### src/rtl/flash_guard_pkg.sv
package flash_guard_pkg;

  typedef enum logic [2:0] {
    RSN_GRANT      = 3'd0,
    RSN_BAD_MASTER = 3'd1,
    RSN_BAD_ID     = 3'd2,
    RSN_OPCODE     = 3'd3,
    RSN_NO_REGION  = 3'd4,
    RSN_NO_PERM    = 3'd5,
    RSN_WPROT      = 3'd6
  } reason_e;

  localparam int unsigned PERM_W      = 32;
  localparam int unsigned PERM_WR_LSB = 24;
  localparam int unsigned PERM_RD_LSB = 16;
  localparam int unsigned RID_W       = 16;

endpackage

### src/rtl/flash_region_match.sv
module flash_region_match #(
  parameter int unsigned NUM_RGN = 5,
  parameter int unsigned PAGE_W  = 13,
  parameter int unsigned ADDR_W  = 25,
  localparam int unsigned IDX_W   = $clog2(NUM_RGN),
  localparam int unsigned PAGE_LSB = ADDR_W - PAGE_W
) (
  input  logic [ADDR_W-1:0]         addr,
  input  logic [NUM_RGN*PAGE_W-1:0] base_flat,
  input  logic [NUM_RGN*PAGE_W-1:0] limit_flat,
  output logic                      any_hit,
  output logic [IDX_W-1:0]          hit_idx
);

  logic [PAGE_W-1:0]  page;
  logic [NUM_RGN-1:0] raw_hit;

  assign page = addr[ADDR_W-1:PAGE_LSB];

  for (genvar g = 0; g < NUM_RGN; g++) begin : g_rgn
    logic [PAGE_W-1:0] lo, hi;
    assign lo = base_flat[g*PAGE_W +: PAGE_W];
    assign hi = limit_flat[g*PAGE_W +: PAGE_W];
    assign raw_hit[g] = (lo <= hi) && (page >= lo) && (page <= hi);
  end

  // lowest matching index wins
  always_comb begin
    hit_idx = '0;
    for (int i = NUM_RGN - 1; i >= 0; i--) begin
      if (raw_hit[i]) hit_idx = IDX_W'(i);
    end
  end

  assign any_hit = |raw_hit;

endmodule

### src/rtl/flash_opcode_filter.sv
module flash_opcode_filter #(
  parameter int unsigned NUM_OPS = 4,
  parameter int unsigned OP_W    = 8
) (
  input  logic [NUM_OPS*OP_W-1:0] op_list,
  input  logic [OP_W-1:0]         opcode,
  output logic                    op_hit
);

  logic [NUM_OPS-1:0] ent_hit;

  for (genvar g = 0; g < NUM_OPS; g++) begin : g_ent
    logic [OP_W-1:0] ent;
    assign ent = op_list[g*OP_W +: OP_W];
    assign ent_hit[g] = (ent != '0) && (ent == opcode);
  end

  assign op_hit = |ent_hit;

endmodule

### src/rtl/flash_perm_check.sv
module flash_perm_check
  import flash_guard_pkg::*;
#(
  parameter int unsigned NUM_MST    = 3,
  parameter int unsigned NUM_RGN    = 5,
  parameter int unsigned NIC_MASTER = 2,
  parameter logic [RID_W-1:0] NIC_ID_DEF = 16'h0218,
  parameter logic [RID_W-1:0] NIC_ID_ALT = 16'h0118,
  localparam int unsigned MST_W     = $clog2(NUM_MST + 1),
  localparam int unsigned IDX_W     = $clog2(NUM_RGN),
  localparam int unsigned MST_SLOTS = 1 << MST_W,
  localparam int unsigned RGN_SLOTS = 1 << IDX_W
) (
  input  logic [NUM_MST*PERM_W-1:0] perm_flat,
  input  logic [MST_W-1:0]          master,
  input  logic [RID_W-1:0]          rid,
  input  logic                      write,
  input  logic [IDX_W-1:0]          rgn_idx,
  input  logic                      nic_alt,
  output logic                      master_ok,
  output logic                      id_ok,
  output logic                      perm_ok
);

  logic [PERM_W-1:0]    word_a [MST_SLOTS];
  logic [PERM_W-1:0]    word;
  logic [RID_W-1:0]     plat_id;
  logic [RGN_SLOTS-1:0] wr_map, rd_map;
  logic [IDX_W-1:0]     own_idx;

  for (genvar g = 0; g < MST_SLOTS; g++) begin : g_word
    if (g < NUM_MST) begin : g_real
      assign word_a[g] = perm_flat[g*PERM_W +: PERM_W];
    end else begin : g_none
      assign word_a[g] = '0;
    end
  end

  assign master_ok = (int'(master) < NUM_MST);
  assign word      = word_a[master];

  assign plat_id = (int'(master) == NIC_MASTER) ? (nic_alt ? NIC_ID_ALT : NIC_ID_DEF)
                                                : '0;
  assign id_ok   = (rid == word[RID_W-1:0]) && (rid == plat_id);

  assign wr_map  = RGN_SLOTS'(word[PERM_WR_LSB +: NUM_RGN]);
  assign rd_map  = RGN_SLOTS'(word[PERM_RD_LSB +: NUM_RGN]);
  // master m owns region m+1
  assign own_idx = IDX_W'(master) + IDX_W'(1);
  assign perm_ok = (rgn_idx == own_idx) || (write ? wr_map[rgn_idx] : rd_map[rgn_idx]);

endmodule

### src/rtl/flash_access_guard.sv
module flash_access_guard
  import flash_guard_pkg::*;
#(
  parameter int unsigned NUM_RGN = 5,
  parameter int unsigned NUM_MST = 3,
  parameter int unsigned NUM_OPS = 4,
  parameter int unsigned OP_W    = 8,
  parameter int unsigned PAGE_W  = 13,
  parameter int unsigned ADDR_W  = 25,
  localparam int unsigned MST_W  = $clog2(NUM_MST + 1),
  localparam int unsigned IDX_W  = $clog2(NUM_RGN)
) (
  input  logic                      clk,
  input  logic                      rst_n,
  input  logic [NUM_RGN*PAGE_W-1:0] cfg_rgn_base,
  input  logic [NUM_RGN*PAGE_W-1:0] cfg_rgn_limit,
  input  logic [NUM_MST*PERM_W-1:0] cfg_perm,
  input  logic [NUM_OPS*OP_W-1:0]   cfg_op_block,
  input  logic                      nic_id_alt,
  input  logic                      bios_wp,
  input  logic                      req_valid,
  input  logic [MST_W-1:0]          req_master,
  input  logic [RID_W-1:0]          req_rid,
  input  logic [ADDR_W-1:0]         req_addr,
  input  logic                      req_write,
  input  logic [OP_W-1:0]           req_opcode,
  output logic                      rsp_valid,
  output logic                      rsp_grant,
  output logic [2:0]                rsp_reason
);

  // captured request
  logic [MST_W-1:0]  q_master, d_master;
  logic [RID_W-1:0]  q_rid, d_rid;
  logic [ADDR_W-1:0] q_addr, d_addr;
  logic              q_write, d_write;
  logic [OP_W-1:0]   q_op, d_op;
  logic              q_valid, d_valid;

  always_comb begin
    d_master = q_master;
    d_rid    = q_rid;
    d_addr   = q_addr;
    d_write  = q_write;
    d_op     = q_op;
    d_valid  = req_valid;
    if (req_valid) begin
      d_master = req_master;
      d_rid    = req_rid;
      d_addr   = req_addr;
      d_write  = req_write;
      d_op     = req_opcode;
    end
  end

  always_ff @(posedge clk or negedge rst_n) begin
    if (!rst_n) begin
      q_master <= '0;
      q_rid    <= '0;
      q_addr   <= '0;
      q_write  <= 1'b0;
      q_op     <= '0;
      q_valid  <= 1'b0;
    end else begin
      q_master <= d_master;
      q_rid    <= d_rid;
      q_addr   <= d_addr;
      q_write  <= d_write;
      q_op     <= d_op;
      q_valid  <= d_valid;
    end
  end

  logic             rgn_any;
  logic [IDX_W-1:0] rgn_idx;
  logic             op_hit;
  logic             master_ok, id_ok, perm_ok;
  reason_e          reason;

  flash_region_match #(
    .NUM_RGN (NUM_RGN),
    .PAGE_W  (PAGE_W),
    .ADDR_W  (ADDR_W)
  ) u_rgn (
    .addr       (q_addr),
    .base_flat  (cfg_rgn_base),
    .limit_flat (cfg_rgn_limit),
    .any_hit    (rgn_any),
    .hit_idx    (rgn_idx)
  );

  flash_opcode_filter #(
    .NUM_OPS (NUM_OPS),
    .OP_W    (OP_W)
  ) u_op (
    .op_list (cfg_op_block),
    .opcode  (q_op),
    .op_hit  (op_hit)
  );

  flash_perm_check #(
    .NUM_MST (NUM_MST),
    .NUM_RGN (NUM_RGN)
  ) u_perm (
    .perm_flat (cfg_perm),
    .master    (q_master),
    .rid       (q_rid),
    .write     (q_write),
    .rgn_idx   (rgn_idx),
    .nic_alt   (nic_id_alt),
    .master_ok (master_ok),
    .id_ok     (id_ok),
    .perm_ok   (perm_ok)
  );

  // verdict, first failing check reported
  always_comb begin
    if (!master_ok)              reason = RSN_BAD_MASTER;
    else if (!id_ok)             reason = RSN_BAD_ID;
    else if (op_hit)             reason = RSN_OPCODE;
    else if (!rgn_any)           reason = RSN_NO_REGION;
    else if (!perm_ok)           reason = RSN_NO_PERM;
    else if (q_write && bios_wp) reason = RSN_WPROT;
    else                         reason = RSN_GRANT;
  end

  assign rsp_valid  = q_valid;
  assign rsp_reason = reason;
  assign rsp_grant  = q_valid && (reason == RSN_GRANT);

  AST_RSP_FOLLOWS_REQ: assert property (@(posedge clk) disable iff (!rst_n)
    req_valid |=> rsp_valid);
  AST_RSP_ONE_SHOT: assert property (@(posedge clk) disable iff (!rst_n)
    !req_valid |=> !rsp_valid && !rsp_grant);
  AST_ID_GATES_GRANT: assert property (@(posedge clk) disable iff (!rst_n)
    rsp_grant |-> master_ok && id_ok);
  AST_OPCODE_BLOCKS: assert property (@(posedge clk) disable iff (!rst_n)
    rsp_valid && op_hit |-> !rsp_grant);
  AST_NO_REGION_BLOCKS: assert property (@(posedge clk) disable iff (!rst_n)
    rsp_valid && !rgn_any |-> !rsp_grant);
  AST_WP_BLOCKS: assert property (@(posedge clk) disable iff (!rst_n)
    rsp_valid && q_write && bios_wp |-> !rsp_grant);

endmodule

### config.mk
export PLATFORM = sky130hd
export DESIGN_NAME = flash_access_guard
export DESIGN_NICKNAME = d
export VERILOG_FILES = /design/src/rtl/flash_guard_pkg.sv /design/src/rtl/flash_region_match.sv /design/src/rtl/flash_opcode_filter.sv /design/src/rtl/flash_perm_check.sv /design/src/rtl/flash_access_guard.sv
export SDC_FILE = /design/constraint.sdc
export NUM_CORES = 1
export LEC_CHECK = 0
export BUFFER_PORTS_ARGS = -buffer_cell sky130_fd_sc_hd__buf_2
export CAP_MARGIN = 20
export CORE_MARGIN = 8
export CORE_UTILIZATION = 48
export DETAILED_ROUTE_END_ITERATION = 16
export PLACE_DENSITY = 0.81
export SLEW_MARGIN = 30
export SYNTH_ARGS = -nofsm -noshare
export SYNTH_HDL_FRONTEND = slang
export SYNTH_HIERARCHICAL = 1
export SYNTH_SLANG_ARGS = --single-unit
### constraint.sdc
create_clock -name clk -period 4.9 [get_ports clk]
set_clock_uncertainty 0.15 [all_clocks]
set_input_delay 0.735 -clock clk [delete_from_list [all_inputs] [get_ports clk]]
set_output_delay 0.735 -clock clk [all_outputs]
set_load 0.03 [all_outputs]
==> flow_metrics.env <==
export IMPL_status="finished, violations left"
export IMPL_violations="negative setup slack"
export IMPL_fin_util=0.668
export IMPL_ant_nets=0
export IMPL_io_buffers=289
export IMPL_final_cell_area_um2=10600
export IMPL_vias=8193
export IMPL_crit_family="compound AO/OA/AOI/OAI gates"
export IMPL_slowest_stage="mux4_2"
export IMPL_cts_buffers=5
export IMPL_clk_latency_ps=280
export IMPL_drt_pass1_iter_count=5
export IMPL_cts_buffer_depth=2
export IMPL_critical_path_startpoint="cfg_rgn_limit[44]"
export IMPL_hold_viol_final=0
export IMPL_cts_htree_levels=2
export IMPL_clk_pin_slew_ps=60
export IMPL_die_w_um=143
export IMPL_pre_cts_ws_ps=-297
export IMPL_cp_required_ps=4010
export IMPL_pwr_density_cell_nw_per_um2=181
export IMPL_dieArea_um2=20600
export IMPL_syn_avg_cell_area_um2=8.87
export IMPL_drt_vias_per_instance=5.58
export IMPL_fmax_mhz=197
export IMPL_cts_root_buf="clkbuf_16"
export IMPL_hold_buffers=0
export IMPL_vdd_ir_drop_worst_v=0.000208
export IMPL_final_cells=1467
export IMPL_rows=46
export IMPL_relSlewSlack=0.406
export IMPL_syn_num_nets=1392
export IMPL_areaGrowthSynthToFinish_pct=36.1
export IMPL_wl_per_cell_um=18.2
export IMPL_synth_cells=880
export IMPL_die_h_um=143
export IMPL_place_area_um2=9790
export IMPL_dp_hpwl_um=21900
export IMPL_cts_tree="built"
export IMPL_drt_iter0_drc=404
export IMPL_grt_antenna_before_repair=4
export IMPL_layout_nets=1758
export IMPL_pin_count=320
export IMPL_critPathBufInv=5
export IMPL_worst_slack_ps=-180
export IMPL_cp_end_kind="output port"
export IMPL_crit_top_cell="a21oi_2"
export IMPL_cp_slowest_stage_delay_ps=510
export IMPL_drive_gt1_frac=0.396
export IMPL_yosys_warnings=6
export IMPL_p_total_uw=1930
export IMPL_cts_sinks=41
export IMPL_crit_fanout=4
export IMPL_r2r_start="q_master[1]"
export IMPL_critical_path_class="input port to output port"
export IMPL_worstHoldPathType="input port to asynchronous set/reset pin"
export IMPL_coreArea_um2=15900
export IMPL_layout_commonest_cell="buf_2"
export IMPL_start_util=0.491
export IMPL_cp_start_kind="input port"
export IMPL_period_share=1.04
export IMPL_ff_latch_area_um2=1040
export IMPL_grtUsageTotal=0.242
export IMPL_p_leak_uw=0.00581
export IMPL_overflow=0
export IMPL_fillers=1275
export IMPL_slew_violations=0
export IMPL_netlist_area_um2=7800
export IMPL_setup_violations=4
export IMPL_final_cell_mix="279 x buf_2, 182 x ha_1, 131 x inv_1, 76 x buf_4, 52 x a21oi_1"
export IMPL_drt_total_wl_um=26700
export IMPL_period_minus_slack_ps=5080
export IMPL_gp_congestion=0.912
export IMPL_drc=0
export IMPL_rsz0062_at_grt="true"
export IMPL_dp_cells=1430
export IMPL_multi_input_area_um2=6440
export IMPL_drv_cap=0
export IMPL_worst_slew_pin_slew_ps=891
export IMPL_crit_chain="buf_2 > inv_1 > buf_4 > ha_1 > nand4_1 > nor4_4 > a21oi_2 > a311o_1 > o21bai_4 > a21oi_2 > buf_6 > mux4_2 > a21oi_2 > o21ai_1 > nand3_1 > o311ai_4 > nand2_1 > a21oi_2 > and4_1 > buf_6"
export IMPL_crit_arrival_ps=4200
export IMPL_grt_pass1_vias=8528
export IMPL_grt_start_max_net_pins=42
export IMPL_grt_pass1_wl_um=40100
[power by group]
group	leakage, µW	internal, µW	switching [µW]
clock	0.0000690	200	130
sequential	0.000470	373	81.8
combinational	0.00527	600	542
[state kept, by name, indices dropped and copies added, names as in the netlist]
name and cells:
q_rid 16, q_addr 13, q_op 8, q_master 2
q_write 1, rsp_valid 1
[per-layer routing]
layer | GRT usage | wire [µm]
met5 | 0 | 27
met4 | 0.0830 | 778
met3 | 0.0531 | 2040
met2 | 0.430 | 13100
met1 | 0.279 | 10700
[final timing paths]
check,to,slack (ps),cells past startpoint
worst max register to register,q_master[1],3240,2
max in group asynchronous,q_addr[14],3920,1
min in group clk,q_rid[5],380,1
worst min register to register,q_rid[5],380,1
worst min-delay path,q_rid[14],280,1
worst max-delay path,rsp_grant,-180,20
[repair_timing]
action                                  in CTS  in global routing
setup buffers                               10                 15
cloned                                       0                  0
resized for setup                           43                 53
pin swaps                                   25                 32
endpoints found under the setup margin       4                  4
[metrics by stage]
| step | setup TNS, ps | hold slack [ps] |
|---|---|---|
| 2_1_floorplan | 0 | 289 |
| 3_3_place_gp | -650 | 352 |
| 3_5_place_dp | -889 | 361 |
| 4_1_cts | -219 | 390 |
| 5_1_grt | -1190 | 323 |
| 6_report | -557 | 277 |
[layout make-up]
class                   count  share of cell area
inverters                 140              0.0499
repair buffers            373               0.205
multi-input cells         685               0.607
clock inverters             1            0.000707
clock buffers               6              0.0131
flip-flops and latches     41              0.0977
well taps                 216              0.0255
diodes                      5             0.00118
Note: power is estimated with default switching activity, not from simulation.
